File: src/rtl/tmr_pkg.sv
package tmr_pkg;

  localparam int unsigned BIT_EN  = 30;
  localparam int unsigned BIT_IE  = 29;
  localparam int unsigned BIT_PER = 27;
  localparam int unsigned BIT_RST = 26;
  localparam int unsigned BIT_ACT = 25;
  localparam int unsigned PSC_MAX_W = 8;

  // Number of reference ticks per counting step.
  function automatic int unsigned f_div_ratio(input logic [PSC_MAX_W-1:0] psc);
    return int'(psc) + 1;
  endfunction

  // A counting step taken at this count is the zero event.
  function automatic logic f_at_zero(input logic [31:0] cnt);
    return cnt <= 32'd1;
  endfunction

  // Readback image of a control word.
  function automatic logic [31:0] f_ctrl_word(input logic en, input logic ie,
                                              input logic per,
                                              input logic [PSC_MAX_W-1:0] psc);
    logic [31:0] w;
    w          = '0;
    w[BIT_EN]  = en;
    w[BIT_IE]  = ie;
    w[BIT_PER] = per;
    w[BIT_ACT] = en;
    w[PSC_MAX_W-1:0] = psc;
    return w;
  endfunction

endpackage

File: src/rtl/tmr_prescaler.sv
module tmr_prescaler #(
  parameter int unsigned PSC_W = 8
) (
  input  logic             clk,
  input  logic             rst_n,
  input  logic             clr,
  input  logic             adv,
  input  logic [PSC_W-1:0] limit,
  output logic             step
);

  logic [PSC_W-1:0] phase;

  assign step = adv && (phase >= limit);

  always_ff @(posedge clk) begin
    if (!rst_n) begin
      phase <= '0;
    end else if (clr) begin
      phase <= '0;
    end else if (adv) begin
      if (step) phase <= '0;
      else      phase <= phase + 1'b1;
    end
  end

endmodule

File: src/rtl/tmr_channel.sv
module tmr_channel
  import tmr_pkg::*;
#(
  parameter int unsigned CNT_W = 32,
  parameter int unsigned PSC_W = 8
) (
  input  logic             clk,
  input  logic             rst_n,
  input  logic             ref_tick,
  input  logic             ctrl_we,
  input  logic             reload_we,
  input  logic [31:0]      wdata,
  output logic             en_o,
  output logic             ie_o,
  output logic             per_o,
  output logic [PSC_W-1:0] psc_o,
  output logic [CNT_W-1:0] reload_o,
  output logic [CNT_W-1:0] cnt_o,
  output logic             zero_evt_o
);

  logic             en_q, ie_q, per_q;
  logic [PSC_W-1:0] psc_q;
  logic [CNT_W-1:0] reload_q, cnt_q;
  logic             wr_any, restart, adv, step;

  assign wr_any  = ctrl_we || reload_we;
  assign restart = (ctrl_we && wdata[BIT_RST]) || reload_we;
  assign adv     = en_q && ref_tick && !wr_any;

  tmr_prescaler #(.PSC_W(PSC_W)) u_psc (
    .clk   (clk),
    .rst_n (rst_n),
    .clr   (restart),
    .adv   (adv),
    .limit (psc_q),
    .step  (step)
  );

  assign zero_evt_o = step && f_at_zero(32'(cnt_q));

  always_ff @(posedge clk) begin
    if (!rst_n) begin
      en_q     <= 1'b0;
      ie_q     <= 1'b0;
      per_q    <= 1'b0;
      psc_q    <= '0;
      reload_q <= '0;
      cnt_q    <= '0;
    end else if (ctrl_we) begin
      en_q  <= wdata[BIT_EN];
      ie_q  <= wdata[BIT_IE];
      per_q <= wdata[BIT_PER];
      psc_q <= wdata[PSC_W-1:0];
      if (wdata[BIT_RST]) cnt_q <= reload_q;
    end else if (reload_we) begin
      reload_q <= wdata[CNT_W-1:0];
      cnt_q    <= wdata[CNT_W-1:0];
    end else if (step) begin
      if (zero_evt_o) begin
        if (per_q) begin
          cnt_q <= reload_q;
        end else begin
          cnt_q <= '0;
          en_q  <= 1'b0;
        end
      end else begin
        cnt_q <= cnt_q - 1'b1;
      end
    end
  end

  assign en_o     = en_q;
  assign ie_o     = ie_q;
  assign per_o    = per_q;
  assign psc_o    = psc_q;
  assign reload_o = reload_q;
  assign cnt_o    = cnt_q;

endmodule

File: src/rtl/tmr_status.sv
module tmr_status #(
  parameter int unsigned NCH = 5
) (
  input  logic           clk,
  input  logic           rst_n,
  input  logic           clr_we,
  input  logic [NCH-1:0] clr_mask,
  input  logic [NCH-1:0] set_mask,
  output logic [NCH-1:0] status
);

  logic [NCH-1:0] keep;

  assign keep = clr_we ? ~clr_mask : {NCH{1'b1}};

  always_ff @(posedge clk) begin
    if (!rst_n) status <= '0;
    else        status <= (status & keep) | set_mask;
  end

endmodule

File: src/rtl/tmr_rdmux.sv
module tmr_rdmux
  import tmr_pkg::*;
#(
  parameter int unsigned NCH    = 5,
  parameter int unsigned CNT_W  = 32,
  parameter int unsigned PSC_W  = 8,
  parameter int unsigned ADDR_W = 6
) (
  input  logic [ADDR_W-1:0]           addr,
  input  logic [NCH-1:0]              en,
  input  logic [NCH-1:0]              ie,
  input  logic [NCH-1:0]              per,
  input  logic [NCH-1:0][PSC_W-1:0]   psc,
  input  logic [NCH-1:0][CNT_W-1:0]   reload,
  input  logic [NCH-1:0][CNT_W-1:0]   cnt,
  input  logic [NCH-1:0]              status,
  output logic [31:0]                 rdata
);

  localparam int unsigned RLD_BASE = NCH;
  localparam int unsigned CNT_BASE = 2 * NCH;
  localparam int unsigned STAT_IDX = 3 * NCH;

  always_comb begin
    rdata = '0;
    for (int i = 0; i < NCH; i++) begin
      if (addr == ADDR_W'(i))
        rdata = f_ctrl_word(en[i], ie[i], per[i], PSC_MAX_W'(psc[i]));
      if (addr == ADDR_W'(RLD_BASE + i))
        rdata = 32'(reload[i]);
      if (addr == ADDR_W'(CNT_BASE + i))
        rdata = 32'(cnt[i]);
    end
    if (addr == ADDR_W'(STAT_IDX))
      rdata = 32'(status);
  end

endmodule

File: src/rtl/tmr_bank.sv
module tmr_bank #(
  parameter int unsigned NCH    = 5,
  parameter int unsigned CNT_W  = 32,
  parameter int unsigned PSC_W  = 8,
  parameter int unsigned ADDR_W = 6
) (
  input  logic              clk,
  input  logic              rst_n,
  input  logic              ref_tick,
  input  logic              bus_wr,
  input  logic [ADDR_W-1:0] bus_addr,
  input  logic [31:0]       bus_wdata,
  output logic [31:0]       bus_rdata,
  output logic [NCH-1:0]    irq
);

  localparam int unsigned RLD_BASE = NCH;
  localparam int unsigned STAT_IDX = 3 * NCH;

  logic [NCH-1:0]            ch_en, ch_ie, ch_per, zero_evt;
  logic [NCH-1:0][PSC_W-1:0] ch_psc;
  logic [NCH-1:0][CNT_W-1:0] ch_reload, ch_cnt;
  logic [NCH-1:0]            status;
  logic                      stat_we;

  assign stat_we = bus_wr && (bus_addr == ADDR_W'(STAT_IDX));

  for (genvar g = 0; g < NCH; g++) begin : g_ch
    logic ctrl_we, reload_we;
    assign ctrl_we   = bus_wr && (bus_addr == ADDR_W'(g));
    assign reload_we = bus_wr && (bus_addr == ADDR_W'(RLD_BASE + g));

    tmr_channel #(.CNT_W(CNT_W), .PSC_W(PSC_W)) u_ch (
      .clk        (clk),
      .rst_n      (rst_n),
      .ref_tick   (ref_tick),
      .ctrl_we    (ctrl_we),
      .reload_we  (reload_we),
      .wdata      (bus_wdata),
      .en_o       (ch_en[g]),
      .ie_o       (ch_ie[g]),
      .per_o      (ch_per[g]),
      .psc_o      (ch_psc[g]),
      .reload_o   (ch_reload[g]),
      .cnt_o      (ch_cnt[g]),
      .zero_evt_o (zero_evt[g])
    );
  end

  tmr_status #(.NCH(NCH)) u_stat (
    .clk      (clk),
    .rst_n    (rst_n),
    .clr_we   (stat_we),
    .clr_mask (bus_wdata[NCH-1:0]),
    .set_mask (zero_evt),
    .status   (status)
  );

  tmr_rdmux #(.NCH(NCH), .CNT_W(CNT_W), .PSC_W(PSC_W), .ADDR_W(ADDR_W)) u_rd (
    .addr   (bus_addr),
    .en     (ch_en),
    .ie     (ch_ie),
    .per    (ch_per),
    .psc    (ch_psc),
    .reload (ch_reload),
    .cnt    (ch_cnt),
    .status (status),
    .rdata  (bus_rdata)
  );

  assign irq = ch_ie & status;

endmodule

File: config.mk
export PLATFORM = sky130hd
export DESIGN_NAME = tmr_bank
export DESIGN_NICKNAME = d
export VERILOG_FILES = /design/src/rtl/tmr_pkg.sv /design/src/rtl/tmr_prescaler.sv /design/src/rtl/tmr_channel.sv /design/src/rtl/tmr_status.sv /design/src/rtl/tmr_rdmux.sv /design/src/rtl/tmr_bank.sv
export SDC_FILE = /design/constraint.sdc
export NUM_CORES = 2
export LEC_CHECK = 0
export BUFFER_PORTS_ARGS = -buffer_cell sky130_fd_sc_hd__buf_2
export CAP_MARGIN = 10
export CORE_UTILIZATION = 40
export DETAILED_ROUTE_END_ITERATION = 10
export MAX_ROUTING_LAYER = met4
export PLACE_DENSITY = 0.61
export SYNTH_ARGS = -nofsm -noshare
export SYNTH_HDL_FRONTEND = slang
export SYNTH_SLANG_ARGS = --single-unit
File: constraint.sdc
create_clock -name clk -period 4.8 [get_ports clk]
set_input_delay 0.48 -clock clk [delete_from_list [all_inputs] [get_ports clk]]
set_output_delay 0.48 -clock clk [all_outputs]
set_load 0.01 [all_outputs]
Yosys cells after proc, flatten, opt, wreduce, memory -nomap -nowiden. Cells that the tools add are included.

Add/subtract/negate cells: 10. Bitwise logic cells: 10. Equal/unequal tests: 30. $lt $le $gt $ge: 10. Mux-type cells: 77. Reductions and logical operators: 87.

Operators by type and width (count): 32-bit 2-to-1 mux (45); 32-bit by 1-bit <= comparator with 1-bit output, second input constant (5); 32-bit by 1-bit subtractor with 32-bit output, second input constant (5); 6-bit by 4-bit equality test with 1-bit output, second input constant (8); 8-bit by 1-bit adder with 8-bit output, second input constant (5); 8-bit >= comparator (5); 8-bit 2-to-1 mux (5); 1-bit logical AND (36); 31-bit 2-to-1 mux (1); 1-bit 2-to-1 mux (25); 6-bit by 3-bit equality test with 1-bit output, second input constant (4); 2-bit by 1-bit inequality test with 1-bit output, second input constant (10); 2-bit AND reduction (10); 4-bit AND reduction (5); 2-bit nonzero test (10); 3-bit nonzero test (5); 6-bit by 2-bit equality test with 1-bit output, second input constant (2); 5-bit AND (2); 1-bit logical OR (10); 2-bit inequality test, second input constant (5); 2-bit OR reduction (5); 6-bit by 1-bit equality test with 1-bit output, second input constant (1); 6-bit logical NOT (1); 1-bit inverter (6); 4 further kinds (8).

Bits of input ports: 42. Output and inout port bits: 37. Register bits: 420. Word-level logic and storage cells: 260.

Longest topological paths before layout.
Word-level depth: 17. Depth in mapped cells: 11. Mapped depth without buffers: 9.

Hierarchy. A second synthesis with hierarchy kept.

Cell total of the unflattened synthesis: 3657. Area, all modules: 27910.5 um^2.

By module, submodules not included: tmr_channel (g_ch[0].u_ch ...) (times used 3, sequential area each 1501.4 um^2, cells each 549, area each 4216.5 um^2); tmr_channel (g_ch[3].u_ch ...) (times used 2, sequential area each 1501.4 um^2, cells each 549, area each 4156.5 um^2); tmr_rdmux (times used 1, sequential area each 0.0 um^2, cells each 552, area each 3599.7 um^2); tmr_prescaler (times used 5, sequential area each 160.2 um^2, cells each 63, area each 591.8 um^2); tmr_bank (times used 1, sequential area each 0.0 um^2, cells each 25, area each 214.0 um^2); tmr_status (times used 1, sequential area each 100.1 um^2, cells each 20, area each 175.2 um^2).

Worst setup path after synthesis. No wires, ideal clock.

Path kind: input to output. From: input port bus_addr[5]. To: output port bus_rdata[4]. Arrival: 2.601 ns. Buffers on the path: 3. Slack: 1.719 ns. Stages on the path: 8. Required time: 4.320 ns. Cell sequence: buf_2 or4b_1 clkbuf_1 nor2_1 clkbuf_1 a22oi_1 and4b_1 o41ai_1.

Longest elaborated chain between the ends: 17. Elaborated cells on any way between the ends: 32. Those cells by class: eq/ne: 15; mux: 16; reduce/logical: 1.

Ends and longest elaborated chain: from (decl) (line tmr_bank.sv:11) `input logic [ADDR_W-1:0] bus_addr,`; 6-bit logical NOT (line tmr_rdmux.sv:27) `if (addr == ADDR_W'(i))`; 31-bit 2-to-1 mux (line tmr_rdmux.sv:27); 32-bit 2-to-1 mux (line tmr_rdmux.sv:29) `if (addr == ADDR_W'(RLD_BASE + i))`; 32-bit 2-to-1 mux (line tmr_rdmux.sv:31) `if (addr == ADDR_W'(CNT_BASE + i))`; 32-bit 2-to-1 mux (line tmr_rdmux.sv:27); 32-bit 2-to-1 mux (line tmr_rdmux.sv:29); 32-bit 2-to-1 mux (line tmr_rdmux.sv:31); 32-bit 2-to-1 mux (line tmr_rdmux.sv:27); 32-bit 2-to-1 mux (line tmr_rdmux.sv:29); 32-bit 2-to-1 mux (line tmr_rdmux.sv:31); 32-bit 2-to-1 mux (line tmr_rdmux.sv:27); 32-bit 2-to-1 mux (line tmr_rdmux.sv:29); 32-bit 2-to-1 mux (line tmr_rdmux.sv:31); 32-bit 2-to-1 mux (line tmr_rdmux.sv:27); 32-bit 2-to-1 mux (line tmr_rdmux.sv:29); 32-bit 2-to-1 mux (line tmr_rdmux.sv:31); 32-bit 2-to-1 mux * (line tmr_rdmux.sv:34) `if (addr == ADDR_W'(STAT_IDX))`; to (decl) (line tmr_bank.sv:13) `output logic [31:0] bus_rdata,`.

Mark *: on every way between the ends. The rest lies on a longest branch, timed or not.

Worst setup path in the final report.
From: input port bus_addr[5]. To: output port bus_rdata[28].

Longest elaborated chain between the ends: 16. Elaborated cells on any way between the ends: 30. Those cells by class: eq/ne: 15; mux: 15.

Ends and longest elaborated chain (line): 6-bit by 3-bit equality test with 1-bit output (tmr_rdmux.sv:29); 32-bit 2-to-1 mux (tmr_rdmux.sv:29); 32-bit 2-to-1 mux (tmr_rdmux.sv:31); 32-bit 2-to-1 mux (tmr_rdmux.sv:27); 32-bit 2-to-1 mux (tmr_rdmux.sv:29); 32-bit 2-to-1 mux (tmr_rdmux.sv:31); 32-bit 2-to-1 mux (tmr_rdmux.sv:27); 32-bit 2-to-1 mux (tmr_rdmux.sv:29); 32-bit 2-to-1 mux (tmr_rdmux.sv:31); 32-bit 2-to-1 mux (tmr_rdmux.sv:27); 32-bit 2-to-1 mux (tmr_rdmux.sv:29); 32-bit 2-to-1 mux (tmr_rdmux.sv:31); 32-bit 2-to-1 mux (tmr_rdmux.sv:27); 32-bit 2-to-1 mux (tmr_rdmux.sv:29); 32-bit 2-to-1 mux (tmr_rdmux.sv:31); 32-bit 2-to-1 mux * (tmr_rdmux.sv:34).

Marks and branches as above.

==> key figures <==
Placed design
  • GPL Wtd Cong: roughly 1.0
  • I/O Buffers: 78
  • Place WS: 1.01 ns
  • Dpl hpwl: roughly 74000 µm
  • Placed instance area: approximately 0.028 mm²

Yosys
  • Synthesized Nets: between 3000 and 4000
  • Number of synthesized flops with an enable pin: 0
  • Avg Inst Size Synth: about 7.4 µm²
  • Synth cell types: 79
  • Asr flop ratio synth: 0
  • Synthesis-stage register bit count: 420
  • Synthesis Warnings: 0
  • Dominant synthesized flop cell: dfxtp_1
  • Synth Cell Area: between 0.02 and 0.03 mm²
  • Seq/Total Area, Yosys: 0.313
  • Synth Instances: between 3000 and 4000

Die
  • Die width: 261 µm
  • Die footprint: 0.0682 mm²
  • Num ports: 79
  • Initial Util: 0.407
  • Std-Cell Rows: between 90 and 100
  • Core region area: approximately 0.066 mm²
  • Die Ht: 261 µm

Power and ir drop
  • Leakage: about 0.011 µW
  • Psw: between 2000 and 2500 µW
  • Clock power share: 0.452
  • Pwr Density: between 200 and 300 mW/mm²
  • Combinational power share: 0.130
  • Peak VDD IR: about 0.00020 V
  • Sequential Power Share: 0.418
  • Sw frac: 0.276
  • Int Power: 6160 µW

Routing
  • Routed WL: approximately 110000 µm
  • Routed via count: between 20000 and 30000
  • Iteration-0 DRC Markers: just under 4000
  • Post-DR wirelength/cell: 24.3 µm
  • Drc violations: 6
  • Pre-antenna DRT Iters: 11
  • Vias per cell: approximately 6.4
  • Routed Antenna Nets: 0

Finish
  • Layout cells sized above 1: 0.0860
  • Final net count: 3610
  • Multi-input logic area: 0.0170 mm²
  • Area Growth Syn to Fin: 9.84%
  • Register Area: 0.00841 mm²
  • Fill cells: about 6600
  • Final Instance Area: 0.0295 mm²

STA
  • Worst hold slack: roughly 0.28 ns
  • Period utilisation layout: 0.808
  • Final min period: a little under 4 ns
  • Final hold vios: 0
  • F_max: between 200 and 300 MHz
  • Rel. slew slack: 0.254
  • Worst Tran Pin Value: ~1.1 ns
  • Unrepaired setup endpoints after global routing: false
  • Setup Skew: ~0.016 ns
  • Final setup margin: 0.922 ns
  • Setup tns final: 0 ns
  • Final Max Tran Viols: 0
  • Finish-stage setup viols: 0

Global routing
  • Initial antenna violation count: 3
  • Grt ovf: 0
  • Tot GR Track Use: 0.314
  • Largest net degree at the start of global routing: 109
  • Global-route wire length before repair: between 150000 and 200000 µm
  • Vias in the first global route: around 26000

Clock network
  • CTS tree: yes
  • Post-CTS setup buffer count: 0
  • Worst-Skew Late Latency: approximately 0.61 ns
  • CTS sink cnt: 420
  • Post-CTS Resized: 0
  • H-Tree Depth: 2
  • Clock Path Buffers: 3
  • CTS root buf: clkbuf_16
  • Reg clk slew, reported paths: 0.06 ns
  • Cts bufs inserted: between 40 and 50
  • Cts hold-fix bufs: 0

Critical path
  • Worst setup SP type: input port
  • WP data required: 4.32 ns
  • CP Max Fanout: 22
  • Critical path arrival: roughly 3.4 ns
  • Reg2Reg Setup Slack: between 1 and 1.5 ns
  • WS Path Type: input port to output port
  • Crit end category: output port

Min path
  • Hold crit path type: input port to flip-flop

Job
  • Maxcap violations: 0

Run status
  • Failing checks: DRC
  • Status: finished, violations left
path summary, 6_finish.rpt:
kind,from,depth (start not counted),end
setup / recovery,bus_addr[5],9,bus_rdata[28]
hold / removal,bus_wr,3,g_ch[3].u_ch.psc_o[2]
setup reg to reg,g_ch[4].u_ch.cnt_o[4],7,g_ch[4].u_ch.cnt_o[29]
hold reg to reg,g_ch[1].u_ch.psc_o[2],2,g_ch[1].u_ch.psc_o[2]
cell usage in the layout (no fill, tap or decap), types with 11 or more instances in the layout:
cell type	count
a21boi_0	212
a21oi_1	292
a221oi_1	36
a222oi_1	15
a22o_1	151
a22oi_1	74
a31oi_1	119
and2_1	16
and3_1	73
buf_2	76
buf_4	80
clkbuf_16	49
clkbuf_8	15
clkinv_2	13
dfxtp_1	420
ha_1	55
inv_1	55
mux2i_1	12
nand2_1	529
nand2b_1	15
nand3_1	157
nand4_1	40
nor2_1	191
nor2b_1	12
nor3_1	82
nor4_1	44
o21ai_0	269
o21ai_1	21
o221ai_1	11
o22ai_1	13
or4_1	30
xnor2_1	66
xor2_1	104
registers in the layout, indices dropped and copies added, names as in the netlist:
name	count
g_ch.u_ch.en_o	5
g_ch.u_ch.ie_o	5
g_ch.u_ch.u_psc.phase	40
u_stat.status	5
g_ch.u_ch.per_o	5
g_ch.u_ch.psc_o	40
g_ch.u_ch.reload_o	160
g_ch.u_ch.cnt_o	160
metal layers:
layer	track usage	vias to the layer above	routed length, µm
met5	-	-	0
met4	0.140	0	4900
met3	0.0518	274	10500
met2	0.474	1608	47600
met1	0.410	13400	44200
li1	-	13000	-
cell type report:
class / count / share of cell area
repair buffers: 168 / 0.0409
clock buffers: 69 / 0.0492
well taps: 864 / 0.0366
diodes: 4 / 0.000339
clock inverters: 16 / 0.00525
multi-input cells: 2818 / 0.576
inverters: 56 / 0.00712
flip-flops and latches: 420 / 0.285
through the flow:
step / std cells / power, µW / utilization
6_report: 4415 / 8510 / 0.447
5_1_grt: 4414 / 8770 / 0.447
4_1_cts: 4411 / 8510 / 0.447
3_5_place_dp: 4326 / 4700 / 0.422
3_3_place_gp: 4326 / 4700 / 0.422
2_1_floorplan: 3638 / 4390 / -
cells in the mapped netlist (all sizes together) (74+ instances only):
library cell / number / area (µm²)
a21boi: 213 / 1600
a21oi: 294 / 1480
a22o: 152 / 1330
a22oi: 74 / 556
a31oi: 119 / 744
clkbuf: 278 / 1040
dfxtp: 420 / 8410
nand2: 530 / 1990
nand3: 157 / 786
nor2: 205 / 779
nor3: 89 / 450
o21ai: 293 / 1470
xor2: 104 / 911
power groups by stage:
| stage | Sequential, µW | Combinational (µW) | Clock, µW |
|---|---|---|---|
| 6_report | 3560 | 1100 | 3850 |
| 5_1_grt | 3560 | 1190 | 4020 |
| 4_1_cts | 3550 | 1080 | 3870 |
| 3_5_place_dp | 3630 | 1070 | 0 |
| 3_3_place_gp | 3630 | 1070 | 0 |
| 2_1_floorplan | 3610 | 780 | 0 |
critical path, cell delays in order:
cell and delay (ns):
buf_2 0.16, or4b_1 0.71, nor2_2 0.61, buf_12 0.25, a22oi_1 0.08, a31oi_1 0.29
a21oi_1 0.09, o21ai_0 0.47, buf_2 0.23
logic make-up (layout without fill, tap and decap cells):
logic type	Yosys count	after routing	share of synthesized area
AOI/OAI and AO/OA	1295	1295	0.314
xor gates and xnor gates	170	170	0.0554
adders and majority gates	55	55	0.0256
buffers and inverters	400	309	0.0595
DFF	420	420	0.313
muxes	13	13	0.00489
other	0	4	0
and+or+nand+nor	1285	1285	0.228
(Power assumes the default switching activity.)
